[src/rtl/xpt_pkg.sv]
package xpt_pkg;
   localparam int SYNC_LEVEL = 0;
   localparam int SYNC_RISE  = 1;
   localparam int SYNC_FALL  = 2;

   // straight-through code of a data slice; slices beyond the inputs start idle
   function automatic int home_code(int slice, int n_in, int cw);
      if (slice < n_in) return slice;
      return (2 ** cw) - 1;
   endfunction
endpackage

[src/rtl/xpt_sync.sv]
module xpt_sync
   import xpt_pkg::*;
#(
   parameter int STAGES = 2,
   parameter int MODE   = SYNC_LEVEL
) (
   input  logic clk,
   input  logic rst_n,
   input  logic d,
   output logic q
);
   logic [STAGES-1:0] chain;
   logic              lvl;

   if (STAGES < 2) begin : g_bad_stages
      $error("xpt_sync: STAGES must be at least 2");
   end

   always_ff @(posedge clk or negedge rst_n) begin
      if (!rst_n) chain <= '0;
      else        chain <= {chain[STAGES-2:0], d};
   end

   assign lvl = chain[STAGES-1];

   if (MODE == SYNC_LEVEL) begin : g_level
      assign q = lvl;
   end else begin : g_edge
      logic prev;
      always_ff @(posedge clk or negedge rst_n) begin
         if (!rst_n) prev <= 1'b0;
         else        prev <= lvl;
      end
      if (MODE == SYNC_RISE) begin : g_rise
         assign q = lvl & ~prev;
      end else begin : g_fall
         assign q = ~lvl & prev;
      end
   end
endmodule

[src/rtl/xpt_decode.sv]
module xpt_decode #(
   parameter int NUM_OUT = 36,
   parameter int CODE_W  = 7,
   parameter int ADDR_W  = 6,
   localparam int NSL    = NUM_OUT + 1
) (
   input  logic              clk,
   input  logic              rst_n,
   input  logic              load_evt,
   input  logic              ale_evt,
   input  logic              mux_mode,
   input  logic              mon_sel,
   input  logic [CODE_W-1:0] code_in,
   input  logic [ADDR_W-1:0] out_addr,
   output logic [NSL-1:0]    wr_vec,
   output logic [CODE_W-1:0] wr_code
);
   logic [ADDR_W-1:0] addr_q;
   logic [ADDR_W-1:0] eff_addr;
   logic              mon_hit;

   always_ff @(posedge clk or negedge rst_n) begin
      if (!rst_n)       addr_q <= '0;
      else if (ale_evt) addr_q <= code_in[ADDR_W-1:0];
   end

   assign eff_addr = mux_mode ? addr_q : out_addr;
   assign mon_hit  = mon_sel & eff_addr[ADDR_W-1];
   assign wr_code  = code_in;

   for (genvar s = 0; s < NUM_OUT; s++) begin : g_dec
      assign wr_vec[s] = load_evt & ~mon_hit & (eff_addr == ADDR_W'(s));
   end
   assign wr_vec[NUM_OUT] = load_evt & mon_hit;
endmodule

[src/rtl/xpt_slice.sv]
module xpt_slice #(
   parameter int NUM_IN = 36,
   parameter int CODE_W = 7,
   parameter int HOME   = 0
) (
   input  logic              clk,
   input  logic              rst_n,
   input  logic              wr_en,
   input  logic [CODE_W-1:0] wr_code,
   input  logic              init_evt,
   input  logic              apply,
   input  logic [NUM_IN-1:0] data_in,
   output logic              sel_out,
   output logic              off,
   output logic [CODE_W-1:0] main_code,
   output logic [CODE_W-1:0] shadow_code
);
   localparam logic [CODE_W-1:0] HOME_C = CODE_W'(HOME);

   logic [CODE_W-1:0] shadow_q, main_q;

   always_ff @(posedge clk or negedge rst_n) begin
      if (!rst_n) begin
         shadow_q <= HOME_C;
         main_q   <= HOME_C;
      end else if (init_evt) begin
         shadow_q <= HOME_C;
         main_q   <= HOME_C;
      end else begin
         if (wr_en) shadow_q <= wr_code;
         if (apply) main_q   <= shadow_q;
      end
   end

   // unregistered selector: out-of-range codes match nothing and give 0
   always_comb begin
      sel_out = 1'b0;
      for (int i = 0; i < NUM_IN; i++) begin
         if (main_q == CODE_W'(i)) sel_out = data_in[i];
      end
   end

   assign off         = (main_q >= CODE_W'(NUM_IN));
   assign main_code   = main_q;
   assign shadow_code = shadow_q;
endmodule

[src/rtl/xpt_core.sv]
module xpt_core
   import xpt_pkg::*;
#(
   parameter int NUM_IN      = 36,
   parameter int NUM_OUT     = 36,
   parameter int CODE_W      = 7,
   parameter int ADDR_W      = 6,
   parameter int SYNC_STAGES = 2,
   localparam int NSL        = NUM_OUT + 1,
   localparam int RB_W       = NSL * CODE_W
) (
   input  logic              clk,
   input  logic              rst_n,
   input  logic [NUM_IN-1:0] data_in,
   output logic [NUM_OUT-1:0] data_out,
   output logic              mon_out,
   output logic [NUM_OUT-1:0] out_off,
   output logic              mon_off,
   input  logic [CODE_W-1:0] code_in,
   input  logic [ADDR_W-1:0] out_addr,
   input  logic              load_stb,
   input  logic              apply_stb,
   input  logic              mux_mode,
   input  logic              ale,
   input  logic              mon_sel,
   input  logic              init_stb,
   output logic [RB_W-1:0]   rb_codes
);
   if (NUM_IN > (2 ** CODE_W) - 1) begin : g_bad_code
      $error("xpt_core: CODE_W must leave at least one unused code");
   end
   if (NUM_OUT > (2 ** ADDR_W)) begin : g_bad_addr
      $error("xpt_core: ADDR_W too narrow for NUM_OUT");
   end
   if (CODE_W < ADDR_W) begin : g_bad_mux
      $error("xpt_core: code lines must be able to carry an address");
   end

   logic load_evt, apply_lvl, ale_evt, init_evt;

   xpt_sync #(.STAGES(SYNC_STAGES), .MODE(SYNC_RISE)) u_load_sync
      (.clk(clk), .rst_n(rst_n), .d(load_stb), .q(load_evt));
   xpt_sync #(.STAGES(SYNC_STAGES), .MODE(SYNC_LEVEL)) u_apply_sync
      (.clk(clk), .rst_n(rst_n), .d(apply_stb), .q(apply_lvl));
   xpt_sync #(.STAGES(SYNC_STAGES), .MODE(SYNC_FALL)) u_ale_sync
      (.clk(clk), .rst_n(rst_n), .d(ale), .q(ale_evt));
   xpt_sync #(.STAGES(SYNC_STAGES), .MODE(SYNC_RISE)) u_init_sync
      (.clk(clk), .rst_n(rst_n), .d(init_stb), .q(init_evt));

   logic [NSL-1:0]    wr_vec;
   logic [CODE_W-1:0] wr_code;

   xpt_decode #(.NUM_OUT(NUM_OUT), .CODE_W(CODE_W), .ADDR_W(ADDR_W)) u_decode (
      .clk(clk), .rst_n(rst_n), .load_evt(load_evt), .ale_evt(ale_evt),
      .mux_mode(mux_mode), .mon_sel(mon_sel), .code_in(code_in),
      .out_addr(out_addr), .wr_vec(wr_vec), .wr_code(wr_code)
   );

   logic [RB_W-1:0] sh_flat;
   logic [NSL-1:0]  sel_all, off_all;

   for (genvar s = 0; s < NSL; s++) begin : g_slice
      localparam int HOME_S = (s == NUM_OUT) ? 0 : home_code(s, NUM_IN, CODE_W);
      xpt_slice #(.NUM_IN(NUM_IN), .CODE_W(CODE_W), .HOME(HOME_S)) u_slice (
         .clk(clk), .rst_n(rst_n), .wr_en(wr_vec[s]), .wr_code(wr_code),
         .init_evt(init_evt), .apply(apply_lvl), .data_in(data_in),
         .sel_out(sel_all[s]), .off(off_all[s]),
         .main_code(rb_codes[s*CODE_W +: CODE_W]),
         .shadow_code(sh_flat[s*CODE_W +: CODE_W])
      );
   end

   assign data_out = sel_all[NUM_OUT-1:0];
   assign out_off  = off_all[NUM_OUT-1:0];
   assign mon_out  = sel_all[NUM_OUT];
   assign mon_off  = off_all[NUM_OUT];
endmodule

[config.mk]
export PLATFORM = sky130hd
export DESIGN_NAME = xpt_core
export DESIGN_NICKNAME = d
export VERILOG_FILES = /design/src/rtl/xpt_pkg.sv /design/src/rtl/xpt_sync.sv /design/src/rtl/xpt_decode.sv /design/src/rtl/xpt_slice.sv /design/src/rtl/xpt_core.sv
export SDC_FILE = /design/constraint.sdc
export NUM_CORES = 2
export LEC_CHECK = 0
export ABC_AREA = 0
export ABC_CLOCK_PERIOD_IN_PS = 4970
export BUFFER_PORTS_ARGS = -buffer_cell sky130_fd_sc_hd__buf_2
export CAP_MARGIN = 0
export CORE_MARGIN = 1
export CORE_UTILIZATION = 55
export DETAILED_ROUTE_END_ITERATION = 8
export PLACE_DENSITY = 0.81
export SYNTH_ARGS = -nofsm -noshare
export SYNTH_HDL_FRONTEND = slang
export SYNTH_SLANG_ARGS = --single-unit
[constraint.sdc]
create_clock -name clk -period 4.97 [get_ports clk]
set_input_delay 0.7455 -clock clk [delete_from_list [all_inputs] [get_ports clk]]
set_output_delay 0.7455 -clock clk [all_outputs]
set_load 0.01 [all_outputs]
==> metrics <==
outcome finished clean; Critical Path Start Type flip-flop; fin nets 5064; vias 42.3k; RSZ-0062 raised after global routing no; power share of the clock group 42.3%; Initial DRC Count 5639; syn avg cell area 8.34 um2; Post-route DRC 0; max-slew violations 0; share of layout cells above drive strength 1 19.4%; post-cts resize count 0; root cell of the clock tree clkbuf_16; initial antenna violation count 19; TritonCTS clock tree built; grt total ovfl 0; Max Cap Violations 0; Site Rows 101; Period minus WS final 4430 ps; top-area cell type share of the netlist area 21.2%; Starting Density 55.7%; ANT nets after route 0; I/O pins 390; postcts setup bufs 0; hold_buf cts 0; DRT Pass-1 Iters 7; largest net degree at the start of global routing 193; most numerous cell in the Yosys netlist mux2i_1; CTS sink count 535; Final Cell Area 0.0460 mm2; Routed WL 162000 um; Peak VDD IR 0.453 mV; internal power 7.74 mW; Die Y 279 um; Final Hold Vio Count 0; top_reg_cell synth dfrtp_1; worst skew pair latency 650 ps; Synth top cells by count mux2i_1, nor2_1, nand2_1, clkbuf_1, dfrtp_1; sw frac 29.7%; period utilization 89.2%; CP Class reg -> out; Arr. time, crit path 3690 ps; met3 GRT Util 9.20%; GR Util met2 59.2%; RD Place Congestion 1.01; register area share after synthesis 32.2%; vias per cell 6.93; Setup TNS 0 ps; Synth cell types 86; detailed-placement wirelength estimate 105000 um; Seq cells post-synth 535; endpoints failing setup 0; Yosys Warn Count 0; CP max FO 20; htree depth 2; Hold WC Path Type in -> async; Final Skew 21.1 ps; clock buffer depth 3; Syn Nets 5124; Fmax 226 MHz; Syn Std Cell Area 0.0423 mm2; fin util 60.6%; Core Area 0.0759 mm2; area delta synth->final 8.79%; Syn Inst Count 5067; Num CTS Buffers 58; critical path capture point type output port; combinational share of power 15.7%; slew margin rel. 23.2%; Worst-path clk slew 60 ps; asr flop ratio synth 100%; GRT Overall Usage 40.0%; die area 0.0780 mm2; met1 usage 53.5%; Post-synth EDFFs 0; port buffer count 389; cell area power density 240 mW/mm2; Leakage 20.2 nW; GR peak layer met2; DIE WIDTH 279 um; placed cell area 0.0439 mm2; Place WS 950 ps; Routed WL per cell 26.5 um; first-pass GRT wire length 240000 um; net switching power 3.28 mW; leading area contributor after synthesis dfrtp_1; total power 11.0 mW; vias in the first global route 38.7k; post-route setup slack 538 ps; Slew @ Worst Pin 1150 ps; Critical Path RT 4220 ps; Sequential Power Share 42.0%; synth top area cells dfrtp_1, mux2i_1, dfstp_2, nor2_1, mux4_2
-- cells in the final DEF, fill, tap and decap left out, types with 78 or more instances in the layout --
master / count
mux2i_1: 632
nor2_1: 614
nand2_1: 482
buf_2: 388
dfrtp_1: 358
o21ai_0: 274
a21oi_1: 230
dfstp_2: 176
nor3_1: 114
nand3_1: 113
buf_4: 109
nand2b_1: 101
inv_1: 99
mux4_2: 85
o211ai_1: 78
-- layer usage --
layer  part of all wire [%]  vias up
li1                       -    18200
met1                     37    20400
met2                     43     2968
met3                     13      675
met4                    6.6       14
met5                  0.050        -
-- registers in the layout, indices dropped and copies added, names as in the netlist --
register	flops
g_slice.u_slice.shadow_code	259
u_init_sync.chain	2
u_decode.addr_q	6
u_ale_sync.chain	2
u_load_sync.g_edge.prev	1
u_init_sync.g_edge.prev	1
u_apply_sync.chain	2
u_ale_sync.g_edge.prev	1
g_slice.u_slice.main_code	259
u_load_sync.chain	2
-- final timing paths --
kind	start	endpoint	slack, ps	depth (start not counted)
worst max-delay path	g_slice[10].u_slice.main_code[2]	data_out[10]	540	9
worst min-delay path	rst_n	g_slice[16].u_slice.shadow_code[3]	20	1
worst max register to register	u_decode.addr_q[5]	g_slice[11].u_slice.shadow_code[4]	2120	8
worst min register to register	u_ale_sync.chain[0]	u_ale_sync.chain[1]	350	0
max in group asynchronous	rst_n	g_slice[8].u_slice.main_code[5]	3610	2
min in group clk	load_stb	u_load_sync.chain[0]	210	1
-- cell families after synthesis --
family	count (synthesis)	synth area share [%]
mux	762	20.7
flops	535	32.2
compound gates	1227	19.4
simple gates	1810	20.5
buf+inv	732	7.18
xor+xnor	1	0.0207
-- through the flow --
stage | hold slack [ps] | std cells
floorplan | 331 | 5067
global placement | 334 | 5977
detailed placement | 339 | 5977
CTS | 19.8 | 6087
global route | 46.6 | 6094
finish | 19.8 | 6100
-- power by group through the flow --
stage / clock, mW / sequential (mW) / combinational, mW
2_1_floorplan: 0 / 4.58 / 1.10
3_3_place_gp: 0 / 4.69 / 1.63
3_5_place_dp: 0 / 4.69 / 1.66
4_1_cts: 4.69 / 4.62 / 1.66
5_1_grt: 4.84 / 4.64 / 1.80
6_report: 4.66 / 4.63 / 1.73
-- final cells by class --
type / count / area, um2
well taps: 1030 / 1290
diodes: 13 / 32.5
multi-input cells: 3800 / 25700
fillers: 6438 / 30000
repair buffers: 507 / 2960
inverters: 105 / 394
clock inverters: 27 / 367
flip-flops and latches: 535 / 13600
clock buffers: 83 / 1680
-- worst max-delay path, stage by stage, from the launching register on --
cell and delay (ps):
dfrtp_1 360, buf_4 210, or3_1 380, nor3b_1 730, o21ai_0 290, o31ai_1 180, o41ai_1 140, a211oi_1 210
o21ai_0 310, buf_2 250
Note: power is estimated with default switching activity, not from simulation.
